[config.mk]
export PLATFORM = sky130hd
export DESIGN_NAME = gpio_banked_ctrl
export DESIGN_NICKNAME = d
export VERILOG_FILES = /design/src/rtl/gpio_bank_pkg.sv /design/src/rtl/gpio_addr_dec.sv /design/src/rtl/gpio_bank_regs.sv /design/src/rtl/gpio_in_sync.sv /design/src/rtl/gpio_banked_ctrl.sv
export SDC_FILE = /design/constraint.sdc
export NUM_CORES = 1
export LEC_CHECK = 0
export ABC_CLOCK_PERIOD_IN_PS = 6300
export CAP_MARGIN = 40
export CORE_AREA = 2 2 253 280
export DETAILED_ROUTE_END_ITERATION = 16
export DIE_AREA = 0 0 255 282
export DONT_BUFFER_PORTS = 1
export PLACE_DENSITY = 0.56
export SLEW_MARGIN = 25
export SYNTH_ARGS = -nofsm -noshare
export SYNTH_HDL_FRONTEND = slang
export SYNTH_SLANG_ARGS = --single-unit
[constraint.sdc]
create_clock -name clk -period 6.3 [get_ports clk]
set_input_delay 0.63 -clock clk [delete_from_list [all_inputs] [get_ports clk]]
set_output_delay 0.63 -clock clk [all_outputs]
set_load 0.1 [all_outputs]
[src/rtl/gpio_bank_pkg.sv]
package gpio_bank_pkg;

  localparam int unsigned GPIO_W     = 32;
  localparam int unsigned MAX_BANKS  = 5;
  localparam int unsigned BLK_BASE   = 32'h10;
  localparam int unsigned BLK_STRIDE = 32'h28;
  localparam int unsigned BANK_W     = $clog2(MAX_BANKS + 1);

  // Word order inside a bank block; the position is the word index.
  typedef enum logic [2:0] {
    RG_DIR  = 3'd0,
    RG_OUT  = 3'd1,
    RG_SET  = 3'd2,
    RG_CLR  = 3'd3,
    RG_IN   = 3'd4,
    RG_NONE = 3'd7
  } reg_sel_e;

  typedef struct packed {
    logic              hit;
    logic [BANK_W-1:0] bank;
    reg_sel_e          sel;
  } dec_t;

  // Address arithmetic: base, stride, word index and alignment.
  function automatic dec_t decode_addr(input int unsigned a, input int unsigned nb);
    dec_t        d;
    int unsigned off;
    int unsigned bk;
    int unsigned wd;
    d.hit  = 1'b0;
    d.bank = '0;
    d.sel  = RG_NONE;
    if (a >= BLK_BASE) begin
      off = a - BLK_BASE;
      bk  = off / BLK_STRIDE;
      wd  = off % BLK_STRIDE;
      if ((bk < nb) && ((wd % 4) == 0) && ((wd / 4) <= 4)) begin
        d.hit  = 1'b1;
        d.bank = BANK_W'(bk);
        d.sel  = reg_sel_e'(3'(wd / 4));
      end
    end
    return d;
  endfunction

endpackage

[src/rtl/gpio_addr_dec.sv]
module gpio_addr_dec
  import gpio_bank_pkg::*;
#(
  parameter int unsigned NUM_BANKS = 5,
  parameter int unsigned ADDR_W    = 8
) (
  input  logic [ADDR_W-1:0]    addr,
  output logic                 hit,
  output logic [NUM_BANKS-1:0] bank_oh,
  output reg_sel_e             sel
);

  dec_t dec_w;

  assign dec_w = decode_addr(32'(addr), NUM_BANKS);
  assign hit   = dec_w.hit;
  assign sel   = dec_w.sel;

  for (genvar b = 0; b < NUM_BANKS; b++) begin : g_oh
    assign bank_oh[b] = dec_w.hit && (dec_w.bank == BANK_W'(b));
  end

endmodule

[src/rtl/gpio_bank_regs.sv]
module gpio_bank_regs
  import gpio_bank_pkg::*;
(
  input  logic              clk,
  input  logic              rst_n,
  input  logic              wr_en,
  input  reg_sel_e          sel,
  input  logic [GPIO_W-1:0] wdata,
  output logic [GPIO_W-1:0] dir_q,
  output logic [GPIO_W-1:0] lat_q
);

  logic dir_wr;
  logic out_wr;
  logic set_wr;
  logic clr_wr;

  assign dir_wr = wr_en && (sel == RG_DIR);
  assign out_wr = wr_en && (sel == RG_OUT);
  assign set_wr = wr_en && (sel == RG_SET);
  assign clr_wr = wr_en && (sel == RG_CLR);

  always_ff @(posedge clk or negedge rst_n) begin
    if (!rst_n) begin
      dir_q <= '1;
    end else if (dir_wr) begin
      dir_q <= wdata;
    end
  end

  always_ff @(posedge clk or negedge rst_n) begin
    if (!rst_n) begin
      lat_q <= '0;
    end else if (out_wr) begin
      lat_q <= wdata;
    end else if (set_wr) begin
      lat_q <= lat_q | wdata;
    end else if (clr_wr) begin
      lat_q <= lat_q & ~wdata;
    end
  end

endmodule

[src/rtl/gpio_in_sync.sv]
module gpio_in_sync #(
  parameter int unsigned WIDTH = 32
) (
  input  logic             clk,
  input  logic             rst_n,
  input  logic [WIDTH-1:0] raw_in,
  output logic [WIDTH-1:0] sync_out
);

  logic [WIDTH-1:0] stage1_q;
  logic [WIDTH-1:0] stage2_q;

  always_ff @(posedge clk or negedge rst_n) begin
    if (!rst_n) begin
      stage1_q <= '0;
      stage2_q <= '0;
    end else begin
      stage1_q <= raw_in;
      stage2_q <= stage1_q;
    end
  end

  assign sync_out = stage2_q;

endmodule

[src/rtl/gpio_banked_ctrl.sv]
module gpio_banked_ctrl
  import gpio_bank_pkg::*;
#(
  parameter int unsigned NUM_BANKS = 5,
  parameter int unsigned ADDR_W    = 8
) (
  input  logic                        clk,
  input  logic                        rst_n,
  input  logic                        bus_wr,
  input  logic                        bus_rd,
  input  logic [ADDR_W-1:0]           bus_addr,
  input  logic [GPIO_W-1:0]           bus_wdata,
  output logic [GPIO_W-1:0]           bus_rdata,
  output logic [NUM_BANKS*GPIO_W-1:0] pin_out,
  output logic [NUM_BANKS*GPIO_W-1:0] pin_oe,
  input  logic [NUM_BANKS*GPIO_W-1:0] pin_in
);

  localparam int unsigned PW = NUM_BANKS * GPIO_W;

  logic                 acc_hit;
  logic [NUM_BANKS-1:0] acc_bank_oh;
  reg_sel_e             acc_sel;
  logic [PW-1:0]        in_sync;
  logic [GPIO_W-1:0]    dir_w [NUM_BANKS];
  logic [GPIO_W-1:0]    lat_w [NUM_BANKS];
  logic [GPIO_W-1:0]    rd_word;

  gpio_addr_dec #(.NUM_BANKS(NUM_BANKS), .ADDR_W(ADDR_W)) dec_i (
    .addr    (bus_addr),
    .hit     (acc_hit),
    .bank_oh (acc_bank_oh),
    .sel     (acc_sel)
  );

  gpio_in_sync #(.WIDTH(PW)) sync_i (
    .clk      (clk),
    .rst_n    (rst_n),
    .raw_in   (pin_in),
    .sync_out (in_sync)
  );

  for (genvar b = 0; b < NUM_BANKS; b++) begin : g_bank
    logic bank_wr;
    assign bank_wr = bus_wr && acc_bank_oh[b];

    gpio_bank_regs regs_i (
      .clk   (clk),
      .rst_n (rst_n),
      .wr_en (bank_wr),
      .sel   (acc_sel),
      .wdata (bus_wdata),
      .dir_q (dir_w[b]),
      .lat_q (lat_w[b])
    );

    assign pin_out[b*GPIO_W +: GPIO_W] = lat_w[b];
    assign pin_oe[b*GPIO_W +: GPIO_W]  = ~dir_w[b];
  end

  always_comb begin
    rd_word = '0;
    for (int b = 0; b < NUM_BANKS; b++) begin
      if (acc_bank_oh[b]) begin
        case (acc_sel)
          RG_DIR:                 rd_word = dir_w[b];
          RG_OUT, RG_SET, RG_CLR: rd_word = lat_w[b];
          RG_IN:                  rd_word = in_sync[b*GPIO_W +: GPIO_W];
          default:                rd_word = '0;
        endcase
      end
    end
  end

  assign bus_rdata = (bus_rd && acc_hit) ? rd_word : '0;

endmodule

==> reports/results.md, run 1 <==
| Parameter | Value | Unit |
|:---|:---|:---|
| Outcome | complete, but fails checks | - |
| Violated checks | hold timing, slew limit | - |
| Worst Path Required | 5.67 | ns |
| Number of max-cap violations | 0 | - |
| Vias | 20847 | - |
| Clock-pin slew on the worst setup and hold paths | 0.05 | ns |
| Cell Area, Synth | 27380 | um2 |
| Summed negative setup slack over all endpoints | 0 | ns |
| Least-Margin Pin Slew | 1.924 | ns |
| Setup Skew | 0.01437 | ns |
| Logic pwr share | 9.6 | % |
| Critical path endpoint category | primary output | - |
| Net count after synthesis | 2481 | - |
| Cell area power density | 253.0 | nW/um2 |
| Count of cell types in the netlist | 77 | - |
| Die extent in x | 255 | um |
| Final Hold Vio Count | 258 | - |
| Worst path arrival time | 4.90 | ns |
| DRC violation count after routing | 0 | - |
| Number of nets in the layout | 2768 | - |
| Leakage | 15.56 | nW |
| Number of flops mapped to enable cells by yosys | 0 | - |
| Tcrit/Tclk final | 87.78 | % |
| Leftover overflow at the end of global routing | 0 | - |
| Number of cells on the worst reg-to-reg path | 1 | - |
| Ports | 556 | - |
| Number of CTS-inserted buffers | 70 | - |
| Setup repair after global routing missed its margin | no | - |
| Final hold slack | -0.2802 | ns |
| TritonCTS clock tree | built | - |
| Final wirelength | 104800 | um |
| Worst VDD drop | 0.0002150 | V |
| First-pass GRT wire length | 151800 | um |
| Number of global-route vias before repair | 21744 | - |
| Min Tclk post-route | 5.530 | ns |
| Clock share of power | 45.5 | % |
| Overall track demand over capacity in global routing | 28.83 | % |
| Half-perimeter wire length after placement | 68210 | um |
| Fraction of the core area covered by cells at the end of the flow | 55.48 | % |
| Maximum clock frequency | 180.8 | MHz |
| Post-detailed-placement cell area | 34750 | um2 |
| Final standard cell area without fillers | 38210 | um2 |
| Maximum level of the CTS H-tree | 3 | - |
| Mean cell area of the mapped netlist | 12.04 | um2 |
| Pin count of the biggest net entering global routing | 641 | - |
| Psw | 2.518 | mW |
| Critical path peak fanout | 24 | - |
| Growth of design area from synthesis to finish | 39.59 | % |
| Post-synth top area share | 43.88 | % |
| Maximum buffer depth of the clock tree | 3 | - |
| Top_reg_cell synth | dfrtp_1 | - |
| DP Worst Slack | 0.8403 | ns |
| Worst Setup Start Kind | input port | - |
| Detailed Route Iter0 Violations | 1644 | - |
| Share of total power in sequential cells | 44.9 | % |
| Ranking of synthesized cells by area | dfrtp_1, dfstp_2, mux2_2 | - |
| Routed wirelength normalized by instance count | 29.51 | um |
| Normalized max-slew margin | -28.25 | % |
| Initial antenna violation count | 12 | - |
| Number of cells upsized or downsized after cts | 0 | - |
| Rows | 101 | - |
| Layout cell share with drive strength beyond 1 | 29.95 | % |
| Async S/R FF share, synth | 100.0 | % |
| Setup repair bufs after CTS | 0 | - |
| Initial Util | 39.75 | % |
| Clock Latency Late Sink | 0.63 | ns |
| P_int | 7.149 | mW |
| Switching share of power | 26.05 | % |
| Core Box Area | 68870 | um2 |
| Number of failing setup endpoints in the final timing report | 0 | - |
| Top-count cell post-synth | dfrtp_1 | - |
| Setup slack of the worst register-to-register path | 5.24 | ns |
| Hold/Removal Path Class | input port to async pin | - |
| Root Buffer | clkbuf_16 | - |
| Flip-flop and latch count after synthesis | 640 | - |
| GP Congestion | 0.8777 | - |
| Commonest cells in the netlist | dfrtp_1, inv_1, a22o_1, dfstp_2, mux2_2 | - |
| Number of fill cells in the layout | 5393 | - |
| Cell taking the most area after synthesis | dfrtp_1 | - |
| Hold bufs inserted after CTS | 89 | - |
| Synthesized instance count | 2274 | - |
| Count of input and output buffers | 0 | - |
| Detail-routed via count per cell | 5.869 | - |
| Vertical extent of the die | 282 | um |
| Length of the first detailed-routing pass in iterations | 5 | - |
| Die footprint | 71910 | um2 |
| CTS sink cnt | 640 | - |
| Setup CP Type | input port to primary output | - |
| Seq/Total Area, Yosys | 59.23 | % |
| Slack of the critical path | 0.7698 | ns |
| Pins Over Slew Limit | 205 | - |
| Number of routed nets with antenna violations | 0 | - |
| Number of warnings printed during yosys synthesis | 0 | - |
## critical path, cell delays in order
cell	delay [ns]
clkinv_1	0.23
ha_1	0.43
xnor2_2	0.43
nor2_1	0.29
or3_1	0.40
a32oi_1	0.43
or4b_4	0.36
nand2b_1	0.59
buf_4	0.30
a211oi_1	0.10
o41ai_4	0.45
buf_12	0.22
## layer usage
| metal | track usage [%] | vias to the layer above | wire length, um |
|---|---|---|---|
| met4 | 12.91 | 2 | 4439 |
| met5 | 0 | - | 15 |
| met3 | 5.844 | 254 | 7030 |
| met1 | 36.21 | 10847 | 41430 |
| li1 | - | 8764 | - |
| met2 | 47.99 | 980 | 51900 |
## cells in the final DEF (no fill, tap or decap), types with 16 or more instances in the layout
cell	count
a22oi_1	19
a21oi_1	55
buf_16	197
o221ai_1	19
a211oi_1	37
nand2_1	127
buf_4	47
dlygate4sd3_1	89
mux2_2	144
a31oi_2	19
clkinv_2	16
mux2i_1	103
inv_1	165
and3_1	36
clkbuf_16	72
o211ai_1	39
o2bb2ai_1	80
dfrtp_1	479
a22o_1	162
dfstp_2	160
o21bai_1	66
buf_1	50
buf_12	32
nor2_1	27
o21ai_0	128
mux2_1	22
a21boi_0	38
## metrics by stage
stage / instances / power (mW)
final: 3552 / 9.667
after detailed placement: 3323 / 5.276
after CTS: 3541 / 9.733
after floorplan: 2274 / 4.949
after global routing: 3550 / 9.957
after global placement: 3076 / 5.134
## area by class of cell
cell class              instances  area, um2  share of cell area (%)
flip-flops and latches        640      16220                   42.44
clock inverters                34      434.2                   1.136
clock buffers                  95       2038                   5.334
inverters                     166      623.1                   1.631
repair buffers                420       7559                   19.78
multi-input cells            1263      10160                   26.60
well taps                     927       1160                   3.035
diodes                          7      17.52                 0.04584
## power groups by stage
stage                     combinational, mW  clock [mW]  sequential (mW)
after floorplan                       0.460           0             4.49
after global placement                0.611           0             4.52
after detailed placement              0.869           0             4.41
final                                 0.929        4.40             4.34
after CTS                             0.922        4.47             4.34
after global routing                  0.962        4.65             4.35
## cell families after synthesis
family	count (synthesis)	share of synthesized area, %
adders and majority gates	3	0.1371
AOI/OAI and AO/OA	713	19.18
xor gates and xnor gates	8	0.3611
and+or+nand+nor	270	4.987
DFF	640	59.23
muxes	269	10.59
buffers and inverters	371	5.508
## path summary, 6_finish.rpt
| path | start | endpoint |
|---|---|---|
| setup / recovery | bus_addr[4] | bus_rdata[18] |
| hold / removal | rst_n | sync_i.stage1_q[74] |
| setup reg to reg | flip-flop | flip-flop |
| hold reg to reg | sync_i.stage1_q[62] | sync_i.sync_out[62] |
| max in group asynchronous | rst_n | async pin |
| min in group clk | pin_in[18] | sync_i.stage1_q[18] |
Note: power is estimated with default switching activity, not from simulation.
==> run 2, diff against run 1 <==
--- a/config.mk
+++ b/config.mk
@@ -6,13 +6,14 @@
 export NUM_CORES = 1
 export LEC_CHECK = 0
 export ABC_CLOCK_PERIOD_IN_PS = 6300
-export CAP_MARGIN = 40
-export CORE_AREA = 2 2 253 280
+export CORE_AREA = 2 2 255 282
+export CTS_BUF_LIST = sky130_fd_sc_hd__clkbuf_8
 export DETAILED_ROUTE_END_ITERATION = 16
-export DIE_AREA = 0 0 255 282
+export DIE_AREA = 0 0 257 284
 export DONT_BUFFER_PORTS = 1
 export PLACE_DENSITY = 0.56
 export SLEW_MARGIN = 25
 export SYNTH_ARGS = -nofsm -noshare
 export SYNTH_HDL_FRONTEND = slang
+export SYNTH_HIERARCHICAL = 1
 export SYNTH_SLANG_ARGS = --single-unit
==> run 2 against run 1 <==
Against the previous run: the run now ends clean; worst hold slack improved by 0.33 ns; largest cell class unchanged; critical path type unchanged; highest routed layer unchanged; final cell count increased by 3.5%; synthesized cell count is 6.2% higher; combinational power down 44%; non-clock buffer count is 124 lower; die area rose by 1.5%; clock-buffer cell count up 48.
==> reports/results.md, run 2 <==
| Parameter | Value | Unit | Change |
|:---|:---|:---|:---|
| GP Congestion | 0.9045 | - | was 0.8777 |
| Final Hold Vio Count | 0 | - | was 258 |
| Setup Skew | 0.02345 | ns | was 0.01437 ns |
| Top_reg_cell synth | dfrtp_1 | - | unchanged |
| Net count after synthesis | 2620 | - | was 2481 |
| Die extent in x | 257 | um | was 255 um |
| Growth of design area from synthesis to finish | 23.49 | % | was 39.59% |
| Sequential cell area in the final layout | 16220 | um2 | about the same |
| Routed wirelength normalized by instance count | 27.48 | um | was 29.51 um |
| Leftover overflow at the end of global routing | 0 | - | unchanged |
| Summed negative setup slack over all endpoints | 0 | ns | unchanged |
| Mean cell area of the mapped netlist | 11.53 | um2 | was 12.04 um2 |
| Length of the first detailed-routing pass in iterations | 6 | - | was 5 |
| Critical path endpoint category | primary output | - | unchanged |
| Overall track demand over capacity in global routing | 26.98 | % | was 28.83% |
| Min Tclk post-route | 6.017 | ns | was 5.530 ns |
| Seq/Total Area, Yosys | 58.26 | % | was 59.23% |
| Worst Path Required | 5.67 | ns | about the same |
| Number of max-cap violations | 0 | - | unchanged |
| Least-Margin Pin Slew | 1.115 | ns | was 1.924 ns |
| Count of cell types in the netlist | 75 | - | was 77 |
| Flip-flop and latch count after synthesis | 640 | - | unchanged |
| Hold Path Stages | 1 | - |  |
| Pin count of the biggest net entering global routing | 641 | - | unchanged |
| Number of flops mapped to enable cells by yosys | 0 | - | unchanged |
| Bufs and invs on worst path | 4 | - | was 3 |
| TritonCTS clock tree | built | - | unchanged |
| Commonest non-fill, non-tap cells in the layout | dfrtp_1, inv_1, a21oi_1, dlygate4sd3_1, dfstp_2 | - | was dfrtp_1, buf_16, inv_1, a22o_1, dfstp_2 |
| Maximum buffer depth of the clock tree | 3 | - | unchanged |
| Hold bufs inserted after CTS | 203 | - | was 89 |
| Detail-routed via count per cell | 5.856 | - | was 5.869 |
| CTS sink cnt | 640 | - | unchanged |
| Number of failing setup endpoints in the final timing report | 0 | - | unchanged |
| Non-filler cells, final | 3675 | - | was 3552 |
| Area fraction in and, or, nand and nor cells after synthesis | 5.552 | % | was 4.987% |
| DP Worst Slack | 0.3920 | ns | was 0.8403 ns |
| Total chip power | 8.736 | mW | was 9.667 mW |
| Slack of the critical path | 0.2835 | ns | was 0.7698 ns |
| Hold-critical path endpoint | g_bank[1].regs_i/dir_q[26] | - |  |
| Core Box Area | 70060 | um2 | was 68870 um2 |
| Xor/xnor share of the synthesized area | 0.1528 | % | was 0.3611% |
| Async S/R FF share, synth | 100.0 | % | unchanged |
| Hold/Removal Path Class | input port to flip-flop | - | was input port to async pin |
| Cell taking the most area after synthesis | dfrtp_1 | - | unchanged |
| Share of the synthesized area in compound gates (AO/OA/AOI/OAI) | 16.60 | % | was 19.18% |
| Commonest cells in the netlist | dfrtp_1, inv_1, a21oi_1, a221oi_1, dfstp_2 | - | was dfrtp_1, inv_1, a22o_1, dfstp_2, mux2_2 |
| Worst path arrival time | 5.39 | ns | was 4.90 ns |
| Worst VDD drop | 0.0001849 | V | was 0.0002150 V |
| Number of CTS-inserted buffers | 108 | - | was 70 |
| Outcome | finished, final reports clean | - | was complete, but fails checks |
| Min-delay src | bus_wdata[26] | - |  |
| Critical path peak fanout | 32 | - | was 24 |
| Number of warnings printed during yosys synthesis | 6 | - | was 0 |
| Initial antenna violation count | 8 | - | was 12 |
| Post-synth top area share | 43.15 | % | was 43.88% |
| Initial Util | 39.73 | % | was 39.75% |
| Vertical extent of the die | 284 | um | was 282 um |
| Cell count after placement | 3258 | - | was 3323 |
| Synthesized instance count | 2414 | - | was 2274 |
| Layout cell share with drive strength beyond 1 | 25.05 | % | was 29.95% |
| Adder and majority gate portion of the synthesized area | 0.08990 | % | was 0.1371% |
| Detailed Route Iter0 Violations | 2002 | - | was 1644 |
| Setup repair bufs after CTS | 0 | - | unchanged |
| First-pass GRT wire length | 147800 | um | was 151800 um |
| Total area of multi-input combinational cells | 10050 | um2 | was 10160 um2 |
| DRC violation count after routing | 0 | - | unchanged |
| Post-synthesis mux area share | 11.04 | % | was 10.59% |
| Leading cell type in the layout, fill and taps excluded | dfrtp_1 | - | unchanged |
| Tcrit/Tclk final | 95.50 | % | was 87.78% |
| Maximum clock frequency | 166.2 | MHz | was 180.8 MHz |
| Setup CP Type | input port to primary output | - | unchanged |
| Cell Area, Synth | 27830 | um2 | was 27380 um2 |
| Cell area power density | 254.2 | nW/um2 | was 253.0 nW/um2 |
| Number of fill cells in the layout | 6151 | - | was 5393 |
| Fraction of the core area covered by cells at the end of the flow | 49.06 | % | was 55.48% |
| Leakage | 12.83 | nW | was 15.56 nW |
| Number of global-route vias before repair | 21827 | - | was 21744 |
| List of cells traversed by the critical path | inv_1, ha_1, and2b_1, o21ai_1, o21ai_0, o41ai_2, nor3_1, or3_2, buf_4, nor3b_4, buf_4, a21oi_1, o21ai_1, nand4_1, a221oi_4, buf_12 | - | was clkinv_1, ha_1, xnor2_2, nor2_1, or3_1, a32oi_1, or4b_4, nand2b_1, buf_4, a211oi_1, o41ai_4, buf_12 |
| Number of cells upsized or downsized after cts | 0 | - | unchanged |
| Root Buffer | clkbuf_8 | - | was clkbuf_16 |
| Clock-pin slew on the worst setup and hold paths | 0.06 | ns | was 0.05 ns |
| Number of cells on the worst reg-to-reg path | 2 | - | was 1 |
| Ranking of synthesized cells by area | dfrtp_1, dfstp_2, mux2_2 | - | unchanged |
| Pins Over Slew Limit | 0 | - | was 205 |
| Clock Latency Late Sink | 0.72 | ns | was 0.63 ns |
| Vias | 21519 | - | was 20847 |
| Worst Setup Start Kind | input port | - | unchanged |
| Die footprint | 72990 | um2 | was 71910 um2 |
| Count of input and output buffers | 0 | - | unchanged |
| Final wirelength | 101000 | um | was 104800 um |
| Normalized max-slew margin | 25.65 | % | was -28.25% |
| Setup slack of the worst register-to-register path | 4.68 | ns | was 5.24 ns |
| Top-count cell post-synth | dfrtp_1 | - | unchanged |
| Setup repair after global routing missed its margin | no | - | unchanged |
| Critical-path top delay cell | ha_1 | - | was nand2b_1 |
| Delay of the slowest cell on the worst path | 0.74 | ns | was 0.59 ns |
| Half-perimeter wire length after placement | 63340 | um | was 68210 um |
| Number of nets in the layout | 2846 | - | was 2768 |
| Number of routed nets with antenna violations | 0 | - | unchanged |
| Rows | 102 | - | was 101 |
| Ports | 556 | - | unchanged |
| Combinational family with the most area after synthesis | compound AO/OA/AOI/OAI gates | - | unchanged |
| Maximum level of the CTS H-tree | 3 | - | unchanged |
| Gate family responsible for the most delay along the worst path | simple AND/OR/NAND/NOR gates | - | unchanged |
## run 2: cell count changes after synthesis, moves of 54 or more
cell / delta
a21oi_1: +239
a221oi_1: +177
inv_1: +162
a22o_1: -161
o21ai_0: -82
o2bb2ai_1: -80
clkbuf_1: -66
o21bai_1: -66
o21ai_1: +63
nand3_1: +59
nand2_1: -54
## run 2: worst max-delay path by stage
stage | end | depth (start not counted) | slack (ns) | startpoint
floorplan | bus_rdata[0] | 17 | 0.13 | bus_addr[4]
global placement | bus_rdata[4] | 16 | 0.46 | bus_addr[4]
detailed placement | bus_rdata[5] | 16 | 0.39 | bus_addr[4]
CTS | bus_rdata[5] | 16 | 0.37 | bus_addr[4]
global route | bus_rdata[5] | 16 | 0.03 | bus_addr[4]
finish | bus_rdata[5] | 16 | 0.28 | bus_addr[4]
## run 2: layout make-up
cell class	instances	area share, %
Clock buffer	143	5.726
Multi-Input combinational cell	1265	29.23
Inverter	329	3.593
Timing Repair Buffer	296	9.712
Tap cell	936	3.407
Antenna cell	5	0.03640
Clock inverter	61	1.114
Sequential cell	640	47.18
## run 2: through the flow
stage | instance area, um2 | hold slack (ns)
after floorplan | 28030 | 0.3312
after CTS | 34240 | -0.4617
after global routing | 34370 | 0.002079
after global placement | 29850 | 0.3322
after detailed placement | 29850 | 0.3347
final | 34370 | 0.05413
## run 2: logic make-up after synthesis
kind of cell,count (synthesis)
AOI/OAI and AO/OA,702
adders and majority gates,2
DFF,640
buffers and inverters,509
xor gates and xnor gates,4
and+or+nand+nor,270
muxes,287
## run 2: layer usage
| layer | routed length, um | vias up | track usage (%) | share of wire [%] |
|---|---|---|---|---|
| met5 | 13 | - | 0 | 0.013 |
| met4 | 4112 | 2 | 12.03 | 4.1 |
| met3 | 7772 | 232 | 5.957 | 7.7 |
| met2 | 48990 | 1112 | 44.10 | 49 |
| met1 | 40090 | 11124 | 34.27 | 40 |
| li1 | - | 9049 | - | - |
## run 2: where the power goes
group	leakage (nW)	total (mW)	internal [mW]	switching, mW
Combinational	3.90	0.524	0.188	0.336
Sequential	7.61	4.28	4.22	0.0596
Clock	1.32	3.93	2.14	1.79
